## config.mk

```make
export PLATFORM = sky130hd
export DESIGN_NAME = bcd_alarm_match
export DESIGN_NICKNAME = d
export VERILOG_FILES = /design/src/rtl/bcd_alarm_pkg.sv /design/src/rtl/alm_regs.sv /design/src/rtl/alm_match.sv /design/src/rtl/alm_pending.sv /design/src/rtl/bcd_alarm_match.sv
export SDC_FILE = /design/constraint.sdc
export NUM_CORES = 1
export LEC_CHECK = 0
export ABC_AREA = 1
export BUFFER_PORTS_ARGS = -buffer_cell sky130_fd_sc_hd__buf_2
export CORE_ASPECT_RATIO = 1.25
export CORE_MARGIN = 8
export CORE_UTILIZATION = 35
export DETAILED_ROUTE_END_ITERATION = 12
export PLACE_DENSITY_LB_ADDON = 0.1
export RECOVER_POWER = 25
export SLEW_MARGIN = 20
export SYNTH_ARGS = -nofsm -noshare
export SYNTH_HDL_FRONTEND = slang
export SYNTH_SLANG_ARGS = --single-unit
```

## constraint.sdc

```tcl
create_clock -name clk -period 1.4 [get_ports clk]
set_input_delay 0.28 -clock clk [delete_from_list [all_inputs] [get_ports clk]]
set_output_delay 0.28 -clock clk [all_outputs]
set_load 0.03 [all_outputs]
```

## src/rtl/bcd_alarm_pkg.sv

```systemverilog
package bcd_alarm_pkg;
  localparam int NUM_FIELDS = 6;
  localparam int FW         = 12;
  localparam int CTRL_W     = 7;
  localparam int ADDR_W     = 3;
  localparam int GLOBAL_BIT = 6;
  localparam int PEND_BIT   = 1;

  localparam logic [ADDR_W-1:0] A_CTRL = 3'd0;
  localparam logic [ADDR_W-1:0] A_STAT = 3'd7;

  typedef logic [FW-1:0] field_t;
  typedef logic [NUM_FIELDS-1:0][FW-1:0] field_vec_t;

  function automatic int field_bits(int idx);
    case (idx)
      0, 1:    return 7;
      2, 3:    return 6;
      4:       return 5;
      default: return 12;
    endcase
  endfunction

  function automatic field_t field_mask(int idx);
    return field_t'((1 << field_bits(idx)) - 1);
  endfunction
endpackage

```

## src/rtl/alm_regs.sv

```systemverilog
module alm_regs
  import bcd_alarm_pkg::*;
#(
  parameter int DATA_W = 12
) (
  input  logic                  clk,
  input  logic                  rst_n,
  input  logic                  wr_en,
  input  logic [ADDR_W-1:0]     wr_addr,
  input  logic [DATA_W-1:0]     wr_data,
  output logic [CTRL_W-1:0]     ctrl_q,
  output field_vec_t            alm_q
);
  always_ff @(posedge clk or negedge rst_n) begin
    if (!rst_n) ctrl_q <= '0;
    else if (wr_en && wr_addr == A_CTRL) ctrl_q <= wr_data[CTRL_W-1:0];
  end

  for (genvar g = 0; g < NUM_FIELDS; g++) begin : g_field
    localparam field_t MASK = field_mask(g);
    always_ff @(posedge clk or negedge rst_n) begin
      if (!rst_n) alm_q[g] <= '0;
      else if (wr_en && wr_addr == ADDR_W'(g + 1))
        alm_q[g] <= wr_data[FW-1:0] & MASK;
    end
  end
endmodule

```

## src/rtl/alm_match.sv

```systemverilog
module alm_match
  import bcd_alarm_pkg::*;
(
  input  logic              tick,
  input  logic [CTRL_W-1:0] ctrl,
  input  field_vec_t        alm,
  input  field_vec_t        cur,
  output logic              fire
);
  logic [NUM_FIELDS-1:0] hit;

  for (genvar g = 0; g < NUM_FIELDS; g++) begin : g_cmp
    assign hit[g] = ctrl[g] && (cur[g] == alm[g]);
  end

  assign fire = tick && ctrl[GLOBAL_BIT] && (|hit);
endmodule

```

## src/rtl/alm_pending.sv

```systemverilog
module alm_pending (
  input  logic clk,
  input  logic rst_n,
  input  logic fire,
  input  logic clr,
  output logic pending
);
  always_ff @(posedge clk or negedge rst_n) begin
    if (!rst_n)    pending <= 1'b0;
    else if (fire) pending <= 1'b1;
    else if (clr)  pending <= 1'b0;
  end

  AST_FIRE_SETS: assert property (@(posedge clk) disable iff (!rst_n)
    fire |=> pending);
  AST_CLEAR_DROPS: assert property (@(posedge clk) disable iff (!rst_n)
    (clr && !fire) |=> !pending);
  AST_STICKY_HOLD: assert property (@(posedge clk) disable iff (!rst_n)
    (!fire && !clr) |=> $stable(pending));
  AST_FIRE_BEATS_CLEAR: assert property (@(posedge clk) disable iff (!rst_n)
    (fire && clr) |=> pending);
endmodule

```

## src/rtl/bcd_alarm_match.sv

```systemverilog
module bcd_alarm_match
  import bcd_alarm_pkg::*;
#(
  parameter int DATA_W = 12
) (
  input  logic              clk,
  input  logic              rst_n,
  input  logic              tick_i,
  input  logic [6:0]        cur_sec_i,
  input  logic [6:0]        cur_min_i,
  input  logic [5:0]        cur_hour_i,
  input  logic [5:0]        cur_day_i,
  input  logic [4:0]        cur_mon_i,
  input  logic [11:0]       cur_year_i,
  input  logic              wr_en_i,
  input  logic [ADDR_W-1:0] wr_addr_i,
  input  logic [DATA_W-1:0] wr_data_i,
  input  logic [ADDR_W-1:0] rd_addr_i,
  output logic [DATA_W-1:0] rd_data_o,
  output logic              alarm_irq_o
);
  logic [CTRL_W-1:0] ctrl_q;
  field_vec_t        alm_q;
  field_vec_t        cur;
  logic              fire;
  logic              clr;
  logic              pending;

  initial begin
    if (DATA_W < FW) $error("DATA_W must hold the year field");
  end

  assign cur[0] = FW'(cur_sec_i);
  assign cur[1] = FW'(cur_min_i);
  assign cur[2] = FW'(cur_hour_i);
  assign cur[3] = FW'(cur_day_i);
  assign cur[4] = FW'(cur_mon_i);
  assign cur[5] = cur_year_i;

  alm_regs #(.DATA_W(DATA_W)) regs_i (
    .clk     (clk),
    .rst_n   (rst_n),
    .wr_en   (wr_en_i),
    .wr_addr (wr_addr_i),
    .wr_data (wr_data_i),
    .ctrl_q  (ctrl_q),
    .alm_q   (alm_q)
  );

  alm_match match_i (
    .tick (tick_i),
    .ctrl (ctrl_q),
    .alm  (alm_q),
    .cur  (cur),
    .fire (fire)
  );

  assign clr = wr_en_i && (wr_addr_i == A_STAT) && wr_data_i[PEND_BIT];

  alm_pending pend_i (
    .clk     (clk),
    .rst_n   (rst_n),
    .fire    (fire),
    .clr     (clr),
    .pending (pending)
  );

  assign alarm_irq_o = pending;

  always_comb begin
    rd_data_o = '0;
    if (rd_addr_i == A_CTRL) begin
      rd_data_o[CTRL_W-1:0] = ctrl_q;
    end else if (rd_addr_i == A_STAT) begin
      rd_data_o[PEND_BIT] = pending;
    end else begin
      for (int i = 0; i < NUM_FIELDS; i++)
        if (rd_addr_i == ADDR_W'(i + 1)) rd_data_o[FW-1:0] = alm_q[i];
    end
  end

  AST_NO_RISE_WITHOUT_TICK: assert property (@(posedge clk) disable iff (!rst_n)
    !tick_i |=> !$rose(alarm_irq_o));
  AST_GLOBAL_GATE: assert property (@(posedge clk) disable iff (!rst_n)
    !ctrl_q[GLOBAL_BIT] |=> !$rose(alarm_irq_o));
endmodule

```

==> metrics.yaml, run 1 <==
status:
  status: "finished with violations"
  violations: "negative setup slack"
floorplanning:
  die_area_um2: 12200
  initial_core_util_pct: 36.0
  coreArea_um2: 8650
  rows: 38
  die_w_um: 100
  ios: 78
  die_y_um: 121
place:
  dpl.hpwl_um: 7870
  place_congestion: 0.904
  place_inst: 702
  numPortBuffers: 77
cells_and_area:
  stdcell_count: 720
  final_core_util_pct: 50.0
  area_delta_synth_final_pct: 38.8
  nets: 664
  drive_gt1_share_pct: 27.8
  final_common_cell: "nand2_1"
  final_cell_mix: "nand2_1, inv_1, buf_2"
  diodes: 0
clock_network:
  h-tree-depth: 2
  cts_buffers: 5
  cts_buffer_depth: 2
  cts_tree: "yes"
  clock_sinks: 51
  cts.clk_slew.worst_paths_ns: 0.10
  clkLatencyLatePin_ns: 0.31
  root_buffer: "clkbuf_8"
synth:
  syn_inst: 483
  yosysUniqueCellTypes: 23
  syn_nets: 548
  ys_warn_count: 0
  netlist_area_um2: 3120
  synth_area_per_cell_um2: 6.45
  seq_area_frac_synth_pct: 41.0
  ys_seq_elements: 51
timing:
  maxSlewViolCount: 0
  skew_ns: 0.00951
  worst_slack_ns: -0.254
  final.setup.tns_ns: -1.50
  fmax_mhz: 605
  relSlewSlack_pct: 50.9
  rsz0062_at_grt: "yes"
  setup_violations: 12
  tightestPinTransition_ns: 0.737
  fin_crit_sh_pct: 118
  hold_violations: 0
  min_period_ns: 1.65
critical_path:
  startpoint_type: "register"
  worstSetupEndpointType: "output port"
  cp.arrival_ns: 1.37
  cpPeakStageDelay_ns: 0.42
  slowest_stage: "dfrtp_1"
  required_ns: 1.12
  critical_path.cell_chain: "inv_2 > o211ai_1 > o22ai_1 > nand4_1 > buf_6"
  critical-path-top-delay-family: "flip-flops"
  worst-path-buf-inv: 2
  critical_path_class: "reg2out"
  critPathMaxFanout: 3
pwr:
  power_frac_clock_pct: 23.3
  p_switching_uw: 1620
  leakagePower_uw: 0.00238
  seq_power_share_pct: 43.4
  p_per_area_nw_per_um2: 1070
  power.internal_uw: 3020
  switching_share_pct: 34.9
  comb_power_share_pct: 33.3
  ir_worst_vdd_mv: 0.561
detailed_routing:
  routedWlPerCell_um: 14.0
  vias_per_cell: 4.53
  firstDrtPassIters: 5
  finalWirelength_um: 10100
  drc: 0
  vias: 3265
  drt-initial-drc-count: 117
  antenna_left: 0
global_route:
  grt_pass1_wl_um: 16400
  grt-ovfl-total: 0
  grt_max_degree: 42
  track_usage_pct: 17.3
  antenna_found_initial: 0
  grt_pass1_vias: 3285
hold_path:
  worst_hold_path_type: "in2reg"
run:
  cap_violations: 0
## final cells by class
| type | instances | area, um2 |
|---|---|---|
| fill | 947 | 4330 |
| multi-input combinational | 330 | 1590 |
| sequential | 51 | 1280 |
| timing repair buffer | 116 | 815 |
| inverter | 94 | 370 |
| tap | 120 | 150 |
| clock buffer | 6 | 82.6 |
| clock inverter | 2 | 35.0 |
| timing repair inverter | 1 | 7.51 |
## repair_timing
item | 4_1_cts | 5_1_grt
pin swaps | 28 | 25
cloned | 1 | 0
hold buffers | 1 | 0
buffers inserted | 7 | 3
setup endpoints to repair | 12 | 13
resized for setup | 57 | 47
endpoints found under the hold margin | 10 | 0
## registers in the layout, indices dropped and copies added (netlist names)
| register | count |
|---|---|
| pend_i.pending | 1 |
| regs_i.alm_q | 43 |
| regs_i.ctrl_q | 7 |
## kinds of logic (layout without fill, tap and decap cells)
logic type | count (synthesis) | in the layout | synth area share, %
and+or+nand+nor | 235 | 235 | 29.5
buffers and inverters | 102 | 219 | 12.5
AOI/OAI and AO/OA | 88 | 88 | 15.1
DFF | 51 | 51 | 41.0
xor gates and xnor gates | 7 | 7 | 1.97
## worst reg2reg max path, cell delays in order, from the launching register on
cell and delay [ns]:
dfrtp_1 0.40, buf_4 0.13, buf_4 0.12, nand2_1 0.07, nand2_2 0.05, nor3_2 0.15, nand2_1 0.08, nand2_2 0.08
nor2_2 0.04, nand2_1 0.06, nand2_1 0.05, nand2_1 0.04
## worst paths after layout
path                                               from                            to  slack [ns]  depth (start not counted)
min                                        wr_data_i[8]  regs_i.alm_q[68]$_DFFE_PN0P_        0.21                          3
max in group asynchronous                         rst_n   regs_i.alm_q[3]$_DFFE_PN0P_        0.18                          3
max                        regs_i.alm_q[25]$_DFFE_PN0P_                  rd_data_o[1]       -0.25                          5
min in group asynchronous                         rst_n  regs_i.alm_q[68]$_DFFE_PN0P_        0.53                          2
max reg2reg                regs_i.alm_q[27]$_DFFE_PN0P_    pend_i.pending$_DFFE_PN0P_        0.07                         11
min reg2reg                regs_i.alm_q[48]$_DFFE_PN0P_  regs_i.alm_q[48]$_DFFE_PN0P_        0.50                          2
## Yosys cell counts
library cell	instances	area share (%)
clkbuf_1	7	0.84
o41ai_1	1	0.28
dfrtp_1	51	41
a21oi_1	6	0.96
o21ai_2	1	0.28
xor2_1	5	1.4
o22ai_1	5	1.0
o21ai_0	69	11
o211ai_1	1	0.24
inv_2	2	0.24
o2111ai_1	1	0.28
nor2_1	42	5.1
nand4_1	3	0.60
nor2_4	2	0.72
xnor2_1	2	0.56
o21ai_1	1	0.16
nor3_1	1	0.16
inv_1	92	11
buf_6	1	0.36
nand2_1	177	21
a221oi_1	1	0.28
a21boi_0	2	0.48
nand3_1	10	1.6
## per-stage QoR
stage	setup WS [ns]	total power [uW]	hold slack (ns)	area, um2
finish	-0.254	4630	0.213	4320
global route	-0.347	4970	0.242	4320
CTS	-0.287	4590	0.216	4170
detailed placement	-0.323	3350	0.188	3850
global placement	-0.269	3330	0.184	3850
floorplan	-0.0183	2750	-0.0156	3120
## per-layer routing
metal  vias up  routed length (um)  global-route usage (%)
met5         -                   0                       0
met2        75                5110                    31.0
li1       1709                   -                       -
met1      1468                4260                    19.9
met3        13                 528                    3.73
met4         0                 198                    5.40
## power by group through the flow
stage | clock network (uW) | logic, uW | registers, uW
after global routing | 1170 | 1750 | 2050
after floorplan | 0 | 773 | 1970
after global placement | 0 | 1290 | 2040
after CTS | 1110 | 1470 | 2010
after detailed placement | 0 | 1320 | 2040
final | 1080 | 1540 | 2010
(Power assumes the default switching activity.)
==> run 2: changes to the inputs <==
SLEW_MARGIN = 0   (was 20)
clock period = 1.67 ns   (was 1.4 ns; I/O delays follow)
==> metrics.yaml, run 2 (same netlist as run 1, synthesis figures left out) <==
status:
  status: "finished with violations"
  violations: "negative setup slack"
cells_and_area:
  largestRegisters: "regs_i.alm_q x43, regs_i.ctrl_q x7, pend_i.pending x1"
  final_common_cell: "nand2_1"
  final.fill_count: 963
  largest_register_ffs: 43
  diodes: 0
  final_cell_mix: "nand2_1, inv_1, buf_2"
  regMostFlops: "regs_i.alm_q"
  area_delta_synth_final_pct: 32.9
  final_core_util_pct: 47.9
  nets: 660
  drive_gt1_share_pct: 25.2
  final_cell_area_um2: 4140
clock_network:
  root_buffer: "clkbuf_8"
  cts.clk_slew.worst_paths_ns: 0.10
  clock_sinks: 51
  cts_buffer_depth: 2
  hold_buffers: 0
  h-tree-depth: 2
  cts_tree: "yes"
  clkLatencyLatePin_ns: 0.31
  cts_buffers: 5
pwr:
  total_power_uw: 3640
  p_per_area_nw_per_um2: 880
  leakagePower_uw: 0.00233
  ir_worst_vdd_mv: 0.369
detailed_routing:
  routedWlPerCell_um: 13.9
  vias_per_cell: 4.52
  drt-initial-drc-count: 142
  finalWirelength_um: 9950
  vias: 3232
  firstDrtPassIters: 4
  antenna_left: 0
  drc: 0
global_route:
  grt-ovfl-total: 0
  grt_max_degree: 52
  track_usage_pct: 16.9
  antenna_found_initial: 0
  grt_pass1_wl_um: 15900
  grt_pass1_vias: 3200
place:
  pre_cts_ws_ns: -0.155
  dpl.hpwl_um: 7680
  dpl_cell_area_um2: 3740
  numPortBuffers: 77
  place_congestion: 0.888
critical_path:
  critPathMaxFanout: 2
  worstSetupEndpointType: "output port"
  slowest_stage: "dfrtp_1"
  startpoint_type: "register"
  required_ns: 1.34
  cpPeakStageDelay_ns: 0.40
  cp.arrival_ns: 1.38
  critical_path.cell_chain: "inv_2 > o21ai_1 > o22ai_1 > nand2_1 > o21ai_1 > nand2_1 > buf_6"
  critical_path_class: "reg2out"
timing:
  tightestPinTransition_ns: 1.31
  fin_crit_sh_pct: 103
  rsz0062_at_grt: "yes"
  worst_slack_ns: -0.0466
  final.setup.tns_ns: -0.115
  hold_violations: 0
  fmax_mhz: 583
  maxSlewViolCount: 0
  relSlewSlack_pct: 13.0
  skew_ns: 0.00605
  min_period_ns: 1.72
  setup_violations: 4
floorplanning:
  die_y_um: 121
  coreArea_um2: 8650
  die_area_um2: 12200
  ios: 78
  initial_core_util_pct: 36.0
  rows: 38
  die_w_um: 100
run:
  cap_violations: 0
hold_path:
  worst_hold_path_type: "in2reg"
run 2: changes by cell type in the layout (fill, tap and decap cells not counted), sizes merged:
cell	delta
inv	+1
clkinv	-1
clkbuf	-3
clkinvlp	-1
bufinv	-1
dlygate4sd3	-1
nand2	+1
run 2: path summary, 6_finish.rpt:
check / end / start / slack, ns / depth (start not counted)
setup reg to reg: pend_i.pending$_DFFE_PN0P_ / regs_i.alm_q[26]$_DFFE_PN0P_ / 0.20 / 11
setup / recovery: rd_data_o[0] / regs_i.alm_q[24]$_DFFE_PN0P_ / -0.05 / 7
hold reg to reg: regs_i.alm_q[48]$_DFFE_PN0P_ / regs_i.alm_q[48]$_DFFE_PN0P_ / 0.50 / 2
min in group asynchronous: regs_i.alm_q[68]$_DFFE_PN0P_ / rst_n / 0.38 / 2
max in group asynchronous: regs_i.alm_q[5]$_DFFE_PN0P_ / rst_n / 0.41 / 2
hold / removal: regs_i.alm_q[68]$_DFFE_PN0P_ / wr_data_i[8] / 0.27 / 3
run 2: metrics by stage:
step	hold slack, ns	instances
floorplan	0.0384	483
global placement	0.356	687
detailed placement	0.355	687
CTS	0.0141	712
global route	0.287	715
finish	0.270	715
run 2: repair_timing:
| action | in CTS | in global routing |
|---|---|---|
| cloned | 0 | 1 |
| hold endpoints to repair | 0 | 0 |
| resized for setup | 46 | 24 |
| endpoints found under the setup margin | 7 | 7 |
| buffers inserted | 18 | 2 |
| pin swaps | 20 | 17 |
run 2: critical path, delay by kind of cell, from the launching register on:
kind	cells	cell delay (ns)
buffers and inverters	2	0.23
AO/OA/AOI/OAI	3	0.28
AND/OR/NAND/NOR	2	0.17
flip-flops	1	0.40
run 2: final cells by class:
class	instances	area, um2	area share [%]
Clock inverter	1	5.00	0.121
Tap cell	120	150	3.63
Inverter	94	360	8.70
Clock buffer	6	82.6	1.99
Sequential cell	51	1280	30.9
Timing Repair Buffer	112	728	17.6
Multi-Input combinational cell	331	1540	37.1
run 2: metal layers:
metal | global-route usage [%] | up-vias | wire length, um
met1 | 20.0 | 1446 | 4240
li1 | - | 1704 | -
met5 | 0 | - | 0
met3 | 3.04 | 9 | 548
met4 | 3.79 | 0 | 97
met2 | 30.8 | 73 | 5070
run 2: power by group:
| part | total [uW] | internal [uW] | switching (uW) |
|---|---|---|---|
| Combinational | 1210 | 530 | 678 |
| Sequential | 1690 | 1470 | 219 |
| Clock | 746 | 327 | 420 |
| Total | 3640 | 2330 | 1320 |
